`src/rtl/scl_pkg.sv`:
```
package scl_pkg;

    typedef enum logic [1:0] {
        PH_IDLE = 2'd0,
        PH_HIGH = 2'd1,
        PH_LOW  = 2'd2
    } scl_phase_e;

    typedef enum logic {
        SEL_LOW  = 1'b0,
        SEL_HIGH = 1'b1
    } width_sel_e;

endpackage

```
`src/rtl/scl_width_regs.sv`:
```
module scl_width_regs #(
    parameter int unsigned W = 8
) (
    input  logic         clk,
    input  logic         rst_n,
    input  logic         enable,
    input  logic         wr_en,
    input  logic         wr_sel,
    input  logic [W-1:0] wr_data,
    output logic [W-1:0] low_width,
    output logic [W-1:0] high_width
);
    import scl_pkg::*;

    localparam logic [W-1:0] RESET_VAL = '1;

    typedef struct packed {
        logic [W-1:0] lo;
        logic [W-1:0] hi;
    } widths_t;

    widths_t w_d, w_q;

    always_comb begin
        w_d = w_q;
        if (wr_en && !enable) begin
            if (width_sel_e'(wr_sel) == SEL_HIGH) begin
                w_d.hi = wr_data;
            end else begin
                w_d.lo = wr_data;
            end
        end
    end

    always_ff @(posedge clk or negedge rst_n) begin
        if (!rst_n) begin
            w_q.lo <= RESET_VAL;
            w_q.hi <= RESET_VAL;
        end else begin
            w_q <= w_d;
        end
    end

    assign low_width  = w_q.lo;
    assign high_width = w_q.hi;

endmodule

```
`src/rtl/scl_hold_calc.sv`:
```
module scl_hold_calc #(
    parameter int unsigned W          = 8,
    parameter int unsigned HOLD_SHIFT = 2
) (
    input  logic [W-1:0] low_width,
    output logic [W-1:0] hold_cnt
);
    generate
        if (HOLD_SHIFT == 0) begin : g_full
            assign hold_cnt = low_width;
        end else begin : g_frac
            // only the upper bits matter: truncating fraction of the low width
            assign hold_cnt = low_width >> HOLD_SHIFT;
        end
    endgenerate

endmodule

```
`src/rtl/scl_phase_fsm.sv`:
```
module scl_phase_fsm #(
    parameter int unsigned W = 8
) (
    input  logic         clk,
    input  logic         rst_n,
    input  logic         enable,
    input  logic         scl_in,
    input  logic [W-1:0] low_width,
    input  logic [W-1:0] high_width,
    input  logic [W-1:0] hold_cnt,
    output logic         scl_drive_low,
    output logic         sda_upd,
    output logic         scl_rise
);
    import scl_pkg::*;

    localparam logic [W-1:0] CNT_ONE = W'(1);

    typedef struct packed {
        scl_phase_e   phase;
        logic [W-1:0] cnt;
        logic         from_low;
    } gen_state_t;

    gen_state_t st_d, st_q;

    always_comb begin
        st_d = st_q;
        unique case (st_q.phase)
            PH_IDLE: begin
                st_d.cnt      = '0;
                st_d.from_low = 1'b0;
                st_d.phase    = PH_HIGH;
            end
            PH_HIGH: begin
                if (scl_in) begin
                    if (st_q.cnt == high_width) begin
                        st_d.phase = PH_LOW;
                        st_d.cnt   = '0;
                    end else begin
                        st_d.cnt = st_q.cnt + CNT_ONE;
                    end
                end
            end
            PH_LOW: begin
                if (st_q.cnt == low_width) begin
                    st_d.phase    = PH_HIGH;
                    st_d.cnt      = '0;
                    st_d.from_low = 1'b1;
                end else begin
                    st_d.cnt = st_q.cnt + CNT_ONE;
                end
            end
            default: begin
                st_d.phase = PH_IDLE;
            end
        endcase
        if (!enable) begin
            st_d.phase    = PH_IDLE;
            st_d.cnt      = '0;
            st_d.from_low = 1'b0;
        end
    end

    always_ff @(posedge clk or negedge rst_n) begin
        if (!rst_n) begin
            st_q.phase    <= PH_IDLE;
            st_q.cnt      <= '0;
            st_q.from_low <= 1'b0;
        end else begin
            st_q <= st_d;
        end
    end

    assign scl_drive_low = (st_q.phase == PH_LOW);
    assign sda_upd       = (st_q.phase == PH_LOW) && (st_q.cnt == hold_cnt);
    assign scl_rise      = (st_q.phase == PH_HIGH) && st_q.from_low
                           && (st_q.cnt == '0) && scl_in;

endmodule

```
`src/rtl/scl_timing_gen.sv`:
```
module scl_timing_gen #(
    parameter int unsigned WIDTH      = 8,
    parameter int unsigned HOLD_SHIFT = 2
) (
    input  logic             clk,
    input  logic             rst_n,
    input  logic             enable,
    input  logic             wr_en,
    input  logic             wr_sel,
    input  logic [WIDTH-1:0] wr_data,
    input  logic             scl_in,
    output logic             scl_drive_low,
    output logic             sda_upd,
    output logic             scl_rise
);
    logic [WIDTH-1:0] low_width;
    logic [WIDTH-1:0] high_width;
    logic [WIDTH-1:0] hold_cnt;

    scl_width_regs #(.W(WIDTH)) u_regs (
        .clk       (clk),
        .rst_n     (rst_n),
        .enable    (enable),
        .wr_en     (wr_en),
        .wr_sel    (wr_sel),
        .wr_data   (wr_data),
        .low_width (low_width),
        .high_width(high_width)
    );

    scl_hold_calc #(.W(WIDTH), .HOLD_SHIFT(HOLD_SHIFT)) u_hold (
        .low_width(low_width),
        .hold_cnt (hold_cnt)
    );

    scl_phase_fsm #(.W(WIDTH)) u_fsm (
        .clk          (clk),
        .rst_n        (rst_n),
        .enable       (enable),
        .scl_in       (scl_in),
        .low_width    (low_width),
        .high_width   (high_width),
        .hold_cnt     (hold_cnt),
        .scl_drive_low(scl_drive_low),
        .sda_upd      (sda_upd),
        .scl_rise     (scl_rise)
    );

endmodule

```
`config.mk`:
```
export PLATFORM = sky130hd
export DESIGN_NAME = scl_timing_gen
export DESIGN_NICKNAME = d
export VERILOG_FILES = /design/src/rtl/scl_pkg.sv /design/src/rtl/scl_width_regs.sv /design/src/rtl/scl_hold_calc.sv /design/src/rtl/scl_phase_fsm.sv /design/src/rtl/scl_timing_gen.sv
export SDC_FILE = /design/constraint.sdc
export NUM_CORES = 1
export LEC_CHECK = 0
export ABC_AREA = 0
export BUFFER_PORTS_ARGS = -buffer_cell sky130_fd_sc_hd__buf_2
export CELL_PAD_IN_SITES_DETAIL_PLACEMENT = 0
export CELL_PAD_IN_SITES_GLOBAL_PLACEMENT = 1
export CORE_ASPECT_RATIO = 2
export CORE_MARGIN = 2
export CORE_UTILIZATION = 46
export CTS_BUF_LIST = sky130_fd_sc_hd__clkbuf_16
export DETAILED_ROUTE_END_ITERATION = 10
export PLACE_DENSITY_LB_ADDON = 0.1
export SLEW_MARGIN = 20
export SYNTH_ARGS = -nofsm -noshare
export SYNTH_HDL_FRONTEND = slang
export SYNTH_SLANG_ARGS = --single-unit
```
`constraint.sdc`:
```
create_clock -name clk -period 1.9 [get_ports clk]
set_input_delay 0 -clock clk [delete_from_list [all_inputs] [get_ports clk]]
set_output_delay 0 -clock clk [all_outputs]
set_load 0.05 [all_outputs]
```
==> results.json <==
{
  "routability_congestion_estimate": 0.8812,
  "worst_hold_slack_ns": 0.03897,
  "critical_path_cell_by_cell": "xor2_1 -> nor4_2 -> a21oi_4 -> buf_6 -> o211ai_2 -> o311ai_2",
  "die_height_um": 91.21,
  "critical_path_buf_inv_count": 1,
  "grt_first_pass_wirelength_um": 6451,
  "ys.warnings.count": 0,
  "max_stage_delay_ns": 0.46,
  "synth_enable_flop_cells": 0,
  "p_per_area_nw_per_um2": 958.1,
  "synth_area_um2": 1749,
  "setup_viol": 0,
  "numCtsBuffers": 3,
  "total_wirelength_um": 3953,
  "yosys_most_used_dff": "dfstp_2",
  "cp_max_fo": 8,
  "dieWidth_um": 47.61,
  "post-route-period-util": 0.9630,
  "die_area_um2": 4342,
  "finalHoldViolCount": 0,
  "cpMaxStageDelayCell": "dfrtp_2",
  "clock_tree_from_tritoncts": "built",
  "dr.pass1.iters": 4,
  "total_leakage_power_nw": 0.9091,
  "yosysSeqAreaShare": 0.3977,
  "worst_path_dominant_cell_family": "flip-flops",
  "worstSkewPairLatency_ns": 0.26,
  "antenna_found_initial": 0,
  "final_layout_size_suffix_gt1_frac": 0.4235,
  "detailedRoute.firstIterationViolations": 26,
  "row_count": 31,
  "worstSetupEndpointType": "register",
  "cap_violations": 0,
  "finalCoreUtilization": 0.5865,
  "finalClockSkew_ns": 0.003403,
  "tns_ns": 0,
  "cp_data_arrival_time_ns": 1.96,
  "synthesis.area_per_instance_um2": 10.67,
  "detail_route.wl_per_cell_um": 16.13,
  "vias": 1347,
  "worstPathRequired_ns": 2.03,
  "core_area_um2": 3646,
  "max-slew-margin-rel": 0.5580,
  "via_count_of_the_first_global_routing_pass": 1408,
  "p_total_w": 0.002049,
  "synthesis.instances": 164,
  "post-dp-hpwl_um": 3048,
  "post_synth_num_cell_types": 41,
  "ant_nets": 0,
  "fmax_mhz": 546.5,
  "synth.ff_latch_count": 27,
  "ios": 17,
  "design.final.nets": 217,
  "holdCritPathClass": "in2reg",
  "drt_drc_violations_left": 0,
  "max-vdd-ir-drop_uv": 622.5,
  "timing.final.crit_period_ns": 1.830,
  "clkSlewWorstSetupHoldPaths_ns": 0.07,
  "drv_slew": 0,
  "track_usage": 0.2053,
  "max_slew.worst_pin.slew_ns": 0.6601,
  "clockBufferDepth": 2,
  "n_antenna_cell": 0,
  "globalRoute.totalOverflow": 0,
  "dp_worst_setup_slack_ns": -0.06052,
  "syn_nets": 184,
  "initial_utilization": 0.4798,
  "criticalPathCategory": "reg2reg",
  "outcome": "completed",
  "area.growth.synth_to_final_pct": 22.25,
  "layout_setup_ws_ns": 0.07031,
  "reg2reg_setup_slack_ns": 0.07,
  "cts.sinks": 27,
  "via_per_inst": 5.498,
  "ctsHtreeMaxLevel": 1,
  "placement.io_buffers": 16,
  "fill_cells": 345,
  "ys_async_sr_fraction": 1.000,
  "worst_setup_path_start_kind": "register",
  "pin_count_of_the_biggest_net_entering_global_routing": 28,
  "cts.root.buffer_cell": "clkbuf_16"
}
cell usage in the layout (no fill, tap or decap), types with 2 or more instances in the layout:
master,count
xor2_1,17
mux2_2,16
dfstp_2,16
nand2_1,15
buf_2,15
buf_4,15
inv_1,10
o211ai_1,10
dfrtp_1,10
dlygate4sd3_1,9
ha_1,6
xnor2_1,5
nand3_1,5
nor3_1,5
nor4_4,3
nor2_1,3
clkbuf_16,3
nor4_2,2
a21oi_4,2
or2_2,2
and2_1,2
o22ai_1,2
o21ai_1,2
flip-flops by register name (all words and copies together) (netlist names):
| signal | count |
|---|---|
| u_fsm.st_q | 11 |
| u_regs.high_width | 8 |
| u_regs.low_width | 8 |
synthesized netlist by cell type (2+ instances only):
cell type,number,share of area
and2_1,2,0.0072
buf_2,3,0.0086
buf_4,2,0.0086
buf_6,4,0.026
clkbuf_1,3,0.0064
dfrtp_1,11,0.16
dfstp_2,16,0.24
ha_1,6,0.043
inv_1,10,0.021
mux2_2,16,0.10
nand2_1,15,0.032
nand3_1,5,0.014
nor2_1,3,0.0064
nor3_1,6,0.017
nor4_2,2,0.014
nor4_4,2,0.024
o211ai_1,10,0.043
o21a_1,2,0.0086
o21ai_1,2,0.0057
o22ai_1,2,0.0072
or2_2,2,0.0072
xnor2_1,5,0.025
xor2_1,17,0.085
cells by family after synthesis:
family / Yosys count / synth area share
muxes: 16 / 0.1030
buffers and inverters: 22 / 0.07081
and+or+nand+nor: 44 / 0.1538
AOI/OAI and AO/OA: 27 / 0.1216
adders and majority gates: 6 / 0.04292
DFF: 27 / 0.3977
xor gates and xnor gates: 22 / 0.1102
repair_timing:
item | CTS | global route
setup endpoints to repair | 5 | 8
pin swaps | 0 | 5
buffers inserted | 0 | 4
gates resized for setup | 2 | 7
hold buffers | 9 | 0
hold endpoints to repair | 27 | 0
through the flow:
| stage | instances | cell area [um2] |
|---|---|---|
| finish | 245 | 2138 |
| global route | 245 | 2138 |
| CTS | 241 | 2085 |
| detailed placement | 228 | 1898 |
| global placement | 228 | 1898 |
| floorplan | 164 | 1760 |
routing by layer:
layer / track usage / wire length (um) / share of wire
met3: 0.02783 / 94 / 0.024
met2: 0.3626 / 2286 / 0.58
met4: 0.09234 / 118 / 0.030
met5: 0 / 0 / 0
met1: 0.2221 / 1454 / 0.37
final timing paths:
kind,end,cells past startpoint,startpoint
min reg2reg,u_fsm.st_q[10]$_DFFE_PN0P_,2,u_fsm.st_q[10]$_DFFE_PN0P_
min in group asynchronous,u_fsm.st_q[2]$_DFFE_PN0P_,2,rst_n
max in group asynchronous,u_fsm.st_q[2]$_DFFE_PN0P_,2,rst_n
max,u_fsm.st_q[3]$_DFFE_PN0P_,6,u_fsm.st_q[2]$_DFFE_PN0P_
max reg2reg,u_fsm.st_q[3]$_DFFE_PN0P_,6,u_fsm.st_q[2]$_DFFE_PN0P_
min,u_fsm.st_q[9]$_DFFE_PN0P_,2,enable
power breakdown:
| part | leakage (nW) | total (W) | switching, W | internal [W] |
|---|---|---|---|---|
| Combinational | 0.550 | 0.000773 | 0.000455 | 0.000317 |
| Clock | 0.0409 | 0.000478 | 0.000194 | 0.000284 |
| Sequential | 0.318 | 0.000798 | 0.0000858 | 0.000712 |
cell type report:
type / count / area (um2) / area share
well taps: 49 / 61.31 / 0.02867
multi-input cells: 115 / 973.4 / 0.4552
flip-flops and latches: 27 / 696.9 / 0.3259
repair buffers: 40 / 289.0 / 0.1352
inverters: 10 / 37.54 / 0.01755
clock buffers: 3 / 75.07 / 0.03511
clock inverters: 1 / 5.005 / 0.002341
Note: power is estimated with default switching activity, not from simulation.
